File: src/rtl/mesh_seq_pkg.sv
package mesh_seq_pkg;
    localparam int DATA_W = 32;

    typedef enum logic [2:0] {
        S_IDLE,
        S_SETX,
        S_SETY,
        S_LAUNCH,
        S_EXEC,
        S_WRA,
        S_WRB,
        S_ADV
    } seq_state_t;

    // reverse byte order of a word for the memory side
    function automatic logic [DATA_W-1:0] swap_bytes(input logic [DATA_W-1:0] w);
        return {w[7:0], w[15:8], w[23:16], w[31:24]};
    endfunction
endpackage

File: src/rtl/mesh_seq_walk.sv
module mesh_seq_walk #(
    parameter int COL_W = 7,
    parameter int ROW_W = 7
) (
    input  logic             clk,
    input  logic             rst_n,
    input  logic             clr_i,
    input  logic             adv_i,
    input  logic [COL_W-1:0] hlast_i,
    input  logic [ROW_W-1:0] vlast_i,
    output logic [COL_W-1:0] x_o,
    output logic [ROW_W-1:0] y_o,
    output logic             last_o
);
    logic [COL_W-1:0] x_q;
    logic [ROW_W-1:0] y_q;
    logic             row_end;

    assign row_end = (x_q == hlast_i);
    assign last_o  = row_end && (y_q == vlast_i);

    always_ff @(posedge clk) begin
        if (!rst_n || clr_i) begin
            x_q <= '0;
            y_q <= '0;
        end else if (adv_i) begin
            if (row_end) begin
                x_q <= '0;
                y_q <= y_q + 1'b1;
            end else begin
                x_q <= x_q + 1'b1;
            end
        end
    end

    assign x_o = x_q;
    assign y_o = y_q;

    // the walk never leaves the inclusive row range
    a_r3_row_in_range: assert property (@(posedge clk) disable iff (!rst_n)
        adv_i && !last_o && row_end |=> (y_q != '0));
endmodule

File: src/rtl/mesh_seq_guard.sv
module mesh_seq_guard #(
    parameter int STEP_LIMIT = 2048
) (
    input  logic clk,
    input  logic rst_n,
    input  logic clr_i,
    input  logic step_i,
    output logic hit_o
);
    localparam int CNT_W = $clog2(STEP_LIMIT) + 1;
    localparam logic [CNT_W-1:0] LAST_CNT = CNT_W'(STEP_LIMIT - 1);

    logic [CNT_W-1:0] cnt_q;

    assign hit_o = step_i && (cnt_q == LAST_CNT);

    always_ff @(posedge clk) begin
        if (!rst_n || clr_i) begin
            cnt_q <= '0;
        end else if (step_i && !hit_o) begin
            cnt_q <= cnt_q + 1'b1;
        end
    end
endmodule

File: src/rtl/mesh_seq_addr.sv
module mesh_seq_addr #(
    parameter int COL_W       = 7,
    parameter int ROW_W       = 7,
    parameter int ADDR_W      = 32,
    parameter int ENTRY_SHIFT = 3
) (
    input  logic [ADDR_W-1:0] base_i,
    input  logic [COL_W-1:0]  x_i,
    input  logic [ROW_W-1:0]  y_i,
    input  logic              hi_i,
    output logic [ADDR_W-1:0] addr_o
);
    localparam int OFF_W = ROW_W + COL_W + ENTRY_SHIFT;

    logic [OFF_W-1:0] slot_off;

    // fixed stride: the column field occupies exactly COL_W bits
    assign slot_off = {y_i, x_i, {ENTRY_SHIFT{1'b0}}};
    assign addr_o   = base_i + ADDR_W'(slot_off) + (hi_i ? ADDR_W'(4) : ADDR_W'(0));
endmodule

File: src/rtl/mesh_seq.sv
module mesh_seq
    import mesh_seq_pkg::*;
#(
    parameter int COL_W      = 7,
    parameter int ROW_W      = 7,
    parameter int ADDR_W     = 32,
    parameter int STEP_LIMIT = 2048
) (
    input  logic                     clk,
    input  logic                     rst_n,
    input  logic                     start_i,
    input  logic [COL_W-1:0]         hlast_i,
    input  logic [ROW_W-1:0]         vlast_i,
    input  logic [ADDR_W-1:0]        base_i,
    output logic                     busy_o,
    output logic                     gpr_we_o,
    output logic                     gpr_sel_o,
    output logic [31:0]              gpr_data_o,
    output logic                     run_o,
    input  logic                     step_i,
    input  logic                     vec_valid_i,
    input  logic [31:0]              vec_a_i,
    input  logic [31:0]              vec_b_i,
    output logic                     mem_valid_o,
    input  logic                     mem_ready_i,
    output logic [ADDR_W-1:0]        mem_addr_o,
    output logic [31:0]              mem_data_o,
    output logic [ADDR_W-1:0]        lastdma_o,
    output logic [COL_W+ROW_W+1:0]   vertices_o,
    output logic                     abort_o,
    output logic                     irq_o
);
    localparam int VCNT_W = COL_W + ROW_W + 2;

    seq_state_t        state_q, state_d;
    logic [COL_W-1:0]  x_cur;
    logic [ROW_W-1:0]  y_cur;
    logic              mesh_last;
    logic              guard_hit;
    logic              walk_clr, walk_adv;
    logic [DATA_W-1:0] va_q, vb_q;
    logic [ADDR_W-1:0] cur_addr;
    logic              irq_q, abort_q;
    logic [ADDR_W-1:0] lastdma_q;
    logic [VCNT_W-1:0] vcnt_q;
    logic [VCNT_W-1:0] cols, rows;

    assign walk_clr = (state_q == S_IDLE) && start_i;
    assign walk_adv = (state_q == S_ADV) && !mesh_last;

    mesh_seq_walk #(.COL_W(COL_W), .ROW_W(ROW_W)) u_walk (
        .clk(clk), .rst_n(rst_n), .clr_i(walk_clr), .adv_i(walk_adv),
        .hlast_i(hlast_i), .vlast_i(vlast_i),
        .x_o(x_cur), .y_o(y_cur), .last_o(mesh_last)
    );

    mesh_seq_guard #(.STEP_LIMIT(STEP_LIMIT)) u_guard (
        .clk(clk), .rst_n(rst_n),
        .clr_i(state_q == S_LAUNCH),
        .step_i((state_q == S_EXEC) && step_i && !vec_valid_i),
        .hit_o(guard_hit)
    );

    mesh_seq_addr #(.COL_W(COL_W), .ROW_W(ROW_W), .ADDR_W(ADDR_W), .ENTRY_SHIFT(3)) u_addr (
        .base_i(base_i), .x_i(x_cur), .y_i(y_cur),
        .hi_i(state_q == S_WRB), .addr_o(cur_addr)
    );

    // state register
    always_ff @(posedge clk) begin
        if (!rst_n) state_q <= S_IDLE;
        else        state_q <= state_d;
    end

    // transitions
    always_comb begin
        state_d = state_q;
        unique case (state_q)
            S_IDLE:   if (start_i) state_d = S_SETX;
            S_SETX:   state_d = S_SETY;
            S_SETY:   state_d = S_LAUNCH;
            S_LAUNCH: state_d = S_EXEC;
            S_EXEC: begin
                if (vec_valid_i)    state_d = S_WRA;
                else if (guard_hit) state_d = S_ADV;
            end
            S_WRA:    if (mem_ready_i) state_d = S_WRB;
            S_WRB:    if (mem_ready_i) state_d = S_ADV;
            S_ADV:    state_d = mesh_last ? S_IDLE : S_SETX;
        endcase
    end

    // outputs decoded from state
    always_comb begin
        busy_o      = (state_q != S_IDLE);
        gpr_we_o    = (state_q == S_SETX) || (state_q == S_SETY);
        gpr_sel_o   = (state_q == S_SETY);
        gpr_data_o  = (state_q == S_SETY) ? DATA_W'(y_cur) : DATA_W'(x_cur);
        run_o       = (state_q == S_LAUNCH);
        mem_valid_o = (state_q == S_WRA) || (state_q == S_WRB);
        mem_addr_o  = cur_addr;
        mem_data_o  = swap_bytes((state_q == S_WRB) ? vb_q : va_q);
    end

    assign cols = VCNT_W'(hlast_i) + 1'b1;
    assign rows = VCNT_W'(vlast_i) + 1'b1;

    // captured data and result registers
    always_ff @(posedge clk) begin
        if (!rst_n) begin
            va_q      <= '0;
            vb_q      <= '0;
            lastdma_q <= '0;
            vcnt_q    <= '0;
            irq_q     <= 1'b0;
            abort_q   <= 1'b0;
        end else begin
            irq_q   <= (state_q == S_ADV) && mesh_last;
            abort_q <= (state_q == S_EXEC) && !vec_valid_i && guard_hit;
            if ((state_q == S_EXEC) && vec_valid_i) begin
                va_q <= vec_a_i;
                vb_q <= vec_b_i;
            end
            if ((state_q == S_WRB) && mem_ready_i) lastdma_q <= cur_addr;
            if ((state_q == S_ADV) && mesh_last)   vcnt_q    <= cols * rows;
        end
    end

    assign lastdma_o  = lastdma_q;
    assign vertices_o = vcnt_q;
    assign irq_o      = irq_q;
    assign abort_o    = abort_q;

    // a pending write holds address and data
    a_r6_write_hold: assert property (@(posedge clk) disable iff (!rst_n)
        mem_valid_o && !mem_ready_i |=> mem_valid_o && $stable(mem_addr_o) && $stable(mem_data_o));
    // interrupt is a single cycle and coincides with idle
    a_r9_irq_pulse: assert property (@(posedge clk) disable iff (!rst_n)
        irq_o |=> !irq_o);
    a_r9_irq_not_busy: assert property (@(posedge clk) disable iff (!rst_n)
        irq_o |-> !busy_o);
    // run request is a single cycle
    a_r4_run_pulse: assert property (@(posedge clk) disable iff (!rst_n)
        run_o |=> !run_o);
    // an abandoned point makes no write
    a_r8_abort_nowrite: assert property (@(posedge clk) disable iff (!rst_n)
        abort_o |-> !mem_valid_o);
endmodule

File: config.mk
export PLATFORM = sky130hd
export DESIGN_NAME = mesh_seq
export DESIGN_NICKNAME = d
export VERILOG_FILES = /design/src/rtl/mesh_seq_pkg.sv /design/src/rtl/mesh_seq_walk.sv /design/src/rtl/mesh_seq_guard.sv /design/src/rtl/mesh_seq_addr.sv /design/src/rtl/mesh_seq.sv
export SDC_FILE = /design/constraint.sdc
export NUM_CORES = 1
export LEC_CHECK = 0
export ABC_AREA = 1
export BUFFER_PORTS_ARGS = -buffer_cell sky130_fd_sc_hd__buf_2
export CORE_UTILIZATION = 54
export CTS_CLUSTER_DIAMETER = 50
export DETAILED_ROUTE_END_ITERATION = 7
export MAX_ROUTING_LAYER = met4
export PLACE_DENSITY = 0.8
export SLEW_MARGIN = 40
export SYNTH_ARGS = -nofsm -noshare
export SYNTH_HDL_FRONTEND = slang
export SYNTH_HIERARCHICAL = 1
export SYNTH_SLANG_ARGS = --single-unit
File: constraint.sdc
create_clock -name clk -period 5.75 [get_ports clk]
set_input_delay 0.575 -clock clk [delete_from_list [all_inputs] [get_ports clk]]
set_output_delay 0.575 -clock clk [all_outputs]
set_load 0.02 [all_outputs]
==> flow_summary.json, run 1 <==
{
  "tns_ns": 0,
  "ctsResizeCount": 0,
  "drt_iter0_markers": 702,
  "status": "finished clean",
  "worst_slew_pin_slew_ns": 0.7227,
  "endpoint_kind": "register",
  "ys_warn_count": 6,
  "pwr-share-clk_pct": 35.7,
  "area_growth_pct": 17.72,
  "crit_fanout": 11,
  "path_class": "in2reg",
  "hp-class": "in2reg",
  "drtAntennaViolNets": 0,
  "final_common_cell": "nand2_1",
  "min_period_over_period_pct": 85.54,
  "p_sw_share_pct": 37.60,
  "cellLeakagePower_nw": 6.284,
  "hold_start": "vec_b_i[23]",
  "intPower_mw": 2.052,
  "hpwl_um": 21770,
  "grt_start_max_net_pins": 98,
  "synthArstFlopShare_pct": 0,
  "fin_crit_ns": 4.918,
  "fill_cells": 1758,
  "fmax_ghz": 0.2033,
  "skew_ns": 0.01464,
  "coreArea_um2": 18830,
  "cts_buffer_depth": 2,
  "ys_types": 42,
  "routed_wl_um": 28900,
  "synth_area_per_cell_um2": 6.620,
  "cp.required_ns": 6.08,
  "place.gp.congestion": 0.9808,
  "clk_latency_ns": 0.43,
  "ys.flop_type": "dfxtp_1",
  "firstDrtPassIters": 6,
  "hold_viol": 0,
  "synth_area_um2": 10470,
  "cts_buffers": 17,
  "port_buffers": 241,
  "grt_pass1_wl_um": 46730,
  "comb_power_share_pct": 32.7,
  "layout_common_cells": "nand2_1 (396), buf_2 (240), inv_1 (227)",
  "reg2reg_slack_ns": 2.79,
  "placed_area_um2": 11690,
  "reg2reg_depth": 12,
  "p_sw_mw": 1.237,
  "synth-edff-count": 0,
  "max-slew-margin-rel_pct": 51.82,
  "cts_sinks": 143,
  "initial_core_util_pct": 55.58,
  "antenna_found_initial": 1,
  "final-max-slew-violation-count": 0,
  "yosysSeqAreaShare_pct": 27.35,
  "rsz0062_at_grt": "false",
  "crit_path_start_kind": "primary input",
  "power_frac_seq_pct": 31.7,
  "dp.cells": 2036,
  "cts_post_setup_buffers_inserted": 0,
  "worst_setup_hold_path_clk_slew_ns": 0.07,
  "ir_drop_mv": 0.2132,
  "drc": 0,
  "cts-hold-fix-buffers": 0,
  "gr-usage-all-layers_pct": 30.20,
  "final_nets": 2004,
  "finalPower_mw": 3.289,
  "num_vias": 10660,
  "cp_data_arrival_time_ns": 5.25,
  "ys_seq_elements": 143,
  "syn_inst": 1581,
  "fin_area_um2": 12320,
  "drive_gt1_share_pct": 18.53,
  "cts-root-buf": "clkbuf_16",
  "cts_tree": "yes",
  "crit_path_end": "vertices_o[15]",
  "dieArea_um2": 19940,
  "die_w_um": 141.2,
  "design.portCount": 267,
  "setup_viol": 0,
  "drv_cap": 0,
  "avgRoutedWirePerCell_um": 13.97,
  "die_h_um": 141.2,
  "rows": 50,
  "htree_levels": 4,
  "post_layout_nonfiller_instances": 2069,
  "grt_overflow": 0,
  "viasPerCell": 5.151,
  "grt_pass1_vias": 9843,
  "rr_startpoint": "state_q[0]",
  "reg2reg_to": "state_q[0]",
  "cp-startpoint": "vlast_i[0]",
  "power_density_nw_per_um2": 267.0
}
[per-layer routing]
layer	global-route usage (%)	up-vias	share of wire, %	wire length [um]
met5	-	-	0	0
met4	11.78	0	2.9	843
met3	4.620	62	5.4	1554
met2	50.78	359	49	14170
met1	36.29	4868	43	12340
li1	-	5369	-	-
[area by class of cell]
type                    instances  area, um^2  area share (%)
clock buffers                  17       425.4           3.453
diodes                          1       2.502         0.02031
flip-flops and latches        143        2863           23.24
inverters                     234       878.3           7.129
well taps                     260       325.3           2.640
clock inverters                15       197.7           1.605
multi-input cells            1147        6334           51.41
repair buffers                252        1295           10.51
[worst min-delay path by stage]
stage,cells after the start,to
floorplan,2,va_q[10]
global placement,2,va_q[11]
detailed placement,2,va_q[0]
CTS,3,vb_q[26]
global route,3,vb_q[17]
finish,3,vb_q[23]
[through the flow]
step | hold WS [ns] | util (%) | setup slack, ns
final | 0.4093 | 65.43 | 0.8316
after global routing | 0.4062 | 65.43 | 0.4479
after CTS | 0.4029 | 65.39 | 0.8266
after detailed placement | 0.4405 | 62.08 | 0.3735
after global placement | 0.4338 | 62.05 | 0.4879
after floorplan | 0.4245 | - | 1.013
[worst max-delay path, stage by stage]
cell and delay (ns):
buf_2 0.22, ha_1 0.22, nand3_1 0.10, nand3b_1 0.18, xor2_1 0.14, buf_4 0.16
or2_2 0.29, fa_1 0.48, fa_1 0.54, inv_1 0.05, fa_1 0.55, inv_1 0.07
fa_1 0.54, inv_1 0.04, ha_1 0.34, nand2_1 0.11, nor2_1 0.15, and2_1 0.15
nand2_1 0.06, nand4_1 0.07, nand3_1 0.07, nand2_1 0.08, inv_1 0.04
[power by group through the flow]
stage | Sequential (mW) | Clock (mW) | Combinational [mW]
4_1_cts | 1.04 | 1.19 | 1.07
3_3_place_gp | 1.06 | 0 | 1.05
5_1_grt | 1.04 | 1.23 | 1.22
6_report | 1.04 | 1.17 | 1.07
2_1_floorplan | 1.06 | 0 | 0.786
3_5_place_dp | 1.06 | 0 | 1.07
[state kept, by name, indices dropped and copies added (netlist names), 3 cells and up]
name,cells
vertices_o,16
va_q,32
vb_q,32
state_q,3
lastdma_o,32
u_walk/x_o,7
u_guard/cnt_q,12
u_walk/y_o,7
[Yosys cell counts, types with 2 or more instances]
| cell | number | area share, % |
|---|---|---|
| nor4_1 | 2 | 0.12 |
| and2_1 | 3 | 0.18 |
| buf_1 | 3 | 0.11 |
| nor3_1 | 10 | 0.48 |
| nand3_1 | 145 | 6.9 |
| xnor2_1 | 8 | 0.67 |
| inv_2 | 6 | 0.22 |
| o21ai_1 | 19 | 0.91 |
| nand3_2 | 5 | 0.48 |
| nor2_2 | 11 | 0.66 |
| nand2_1 | 397 | 14 |
| o21ai_0 | 63 | 3.0 |
| inv_1 | 227 | 8.1 |
| nand3b_1 | 5 | 0.36 |
| nor3_2 | 2 | 0.19 |
| buf_6 | 7 | 0.75 |
| nand2_2 | 9 | 0.54 |
| fa_1 | 37 | 7.1 |
| or2_2 | 6 | 0.36 |
| nor3b_1 | 2 | 0.14 |
| nor2_1 | 153 | 5.5 |
| buf_2 | 15 | 0.72 |
| dfxtp_1 | 143 | 27 |
| nor2_4 | 2 | 0.22 |
| buf_4 | 31 | 2.2 |
| a21oi_2 | 2 | 0.17 |
| ha_1 | 56 | 6.7 |
| a21oi_1 | 131 | 6.3 |
| nand4_1 | 11 | 0.66 |
| xor2_1 | 34 | 2.8 |
| clkbuf_1 | 25 | 0.90 |
[cells by family after synthesis]
| group | synth area share (%) |
|---|---|
| XOR/XNOR | 3.515 |
| other | 0.03583 |
| AO/OA/AOI/OAI | 10.78 |
| buffers and inverters | 13.09 |
| adder cells (fa/ha/maj) | 13.77 |
| flip-flops | 27.35 |
| AND/OR/NAND/NOR | 31.36 |
| multiplexers | 0.09564 |
(Power assumes the default switching activity.)
==> inputs of run 2 (changes only) <==
Settings changed: CORE_ASPECT_RATIO from default to 1.5, CTS_BUF_LIST from default to sky130_fd_sc_hd__clkbuf_8.
==> run 2 against run 1 <==
Core utilization down 2.3 points. Sequential power about the same. Final area fell by 2.2%. Worst hold slack lost 0.040 ns. Fmax decreased by 0.23%. Sequential share of layout area rose by 0.51 points. Flip-flop and latch count is the same. Largest cell class unchanged.
==> flow_summary.json, run 2 (synthesized netlist as in run 1, its figures left out) <==
{
  "fmax_ghz": 0.2028,
  "drc": 0,
  "endpoint_kind": "register",
  "fill_cells": 1866,
  "placed_area_um2": 11650,
  "final-max-slew-violation-count": 0,
  "ir_drop_mv": 0.1760,
  "cellLeakagePower_nw": 6.162,
  "clk_latency_ns": 0.46,
  "firstDrtPassIters": 8,
  "worst_slew_pin_slew_ns": 0.7285,
  "port_buffers": 241,
  "cts_buffers": 17,
  "coreArea_um2": 19080,
  "cts_buffer_depth": 2,
  "dieArea_um2": 19950,
  "design.portCount": 267,
  "grt_start_max_net_pins": 98,
  "cp.required_ns": 6.12,
  "gr-usage-all-layers_pct": 31.20,
  "worst_setup_hold_path_clk_slew_ns": 0.09,
  "num_vias": 10660,
  "viasPerCell": 5.178,
  "topRoutingLayerUsed": "met4",
  "grt_pass1_wl_um": 47850,
  "fin_area_um2": 12060,
  "grt_pass1_vias": 10130,
  "final_nets": 1999,
  "hpwl_um": 22470,
  "cts-root-buf": "clkbuf_8",
  "wl_met1_um": 11310,
  "grt_overflow": 0,
  "ctsResizeCount": 0,
  "cts-hold-fix-buffers": 0,
  "htree_levels": 4,
  "crit_chain": "buf_2, ha_1, nand3_1, nand3b_1, xor2_1, or2_2, fa_1, fa_1, inv_1, fa_1, inv_1, fa_1, inv_1, ha_1, nand2_1, nor2_1, and2_1, nand2_1, nand4_1, nand3_1, nand2_1, inv_1",
  "die_w_um": 115.7,
  "critPathMaxStageDelay_ns": 0.55,
  "fin_crit_ns": 4.930,
  "routed_wl_um": 29130,
  "multi_input_area_um2": 6334,
  "crit_fanout": 11,
  "finalPower_mw": 2.939,
  "timing.hold.ws_ns": 0.3695,
  "reg2reg_slack_ns": 2.85,
  "layout_common_cells": "nand2_1 (396), buf_2 (240), inv_1 (228)",
  "path_class": "in2reg",
  "avgRoutedWirePerCell_um": 14.15,
  "drt_iter0_markers": 701,
  "cts_tree": "yes",
  "drive_gt1_share_pct": 18.20,
  "final_common_cell": "nand2_1",
  "crit_path_start_kind": "primary input",
  "crit_slowest_cell": "fa_1",
  "cts_post_setup_buffers_inserted": 0,
  "wl_met3_um": 1622,
  "initial_core_util_pct": 54.85,
  "die_h_um": 172.5,
  "setup_viol": 0,
  "status": "finished clean",
  "cts_sinks": 143,
  "min_period_over_period_pct": 85.74,
  "cp_data_arrival_time_ns": 5.30,
  "drtAntennaViolNets": 0,
  "dp.cells": 2027,
  "hold_viol": 0,
  "rows": 62,
  "regArea_um2": 2863,
  "drv_cap": 0,
  "power_density_nw_per_um2": 243.8,
  "skew_ns": 0.01477,
  "met2_wirelength_um": 14730,
  "rsz0062_at_grt": "false",
  "place.gp.congestion": 0.9687,
  "antenna_found_initial": 1,
  "post_layout_nonfiller_instances": 2059,
  "tns_ns": 0,
  "max-slew-margin-rel_pct": 51.36,
  "area_growth_pct": 15.18,
  "hp-class": "in2reg"
}
run 2: path summary, 6_finish.rpt:
kind | start | to | cells past startpoint
worst max-delay path | vlast_i[0] | vertices_o[15] | 22
worst min-delay path | vec_b_i[13] | vb_q[13] | 3
worst max register to register | state_q[0] | state_q[0] | 12
worst min register to register | va_q[11] | va_q[11] | 2
run 2: power breakdown:
part | internal [mW] | total, mW | switching, mW
Sequential | 1.02 | 1.04 | 0.0192
Combinational | 0.365 | 1.08 | 0.714
Clock | 0.410 | 0.819 | 0.409
Total | 1.80 | 2.94 | 1.14
run 2: critical path: cells and delay by family:
| kind | cells | cell delay [ns] |
|---|---|---|
| fa+ha+maj | 6 | 2.62 |
| simple gates | 10 | 1.21 |
| xor+xnor | 1 | 0.49 |
| buf+inv | 5 | 0.40 |
run 2: area by class of cell:
class,count,area share (%)
timing repair buffer,247,10.46
multi-input combinational,1147,52.54
clock inverter,12,1.121
sequential,143,23.75
clock buffer,19,2.169
inverter,234,7.286
tap,256,2.657
antenna,1,0.02076
run 2: routing by layer:
metal | up-vias | GRT usage (%)
li1 | 5342 | -
met1 | 4874 | 33.76
met2 | 342 | 52.82
met3 | 103 | 5.814
met4 | 0 | 17.25
met5 | - | -
run 2: per-stage QoR:
stage | utilization (%) | setup WS (ns)
3_3_place_gp | 61.00 | 0.4815
4_1_cts | 63.11 | 0.8438
3_5_place_dp | 61.03 | 0.3518
6_report | 63.17 | 0.8202
5_1_grt | 63.17 | 0.4593
2_1_floorplan | - | 1.013
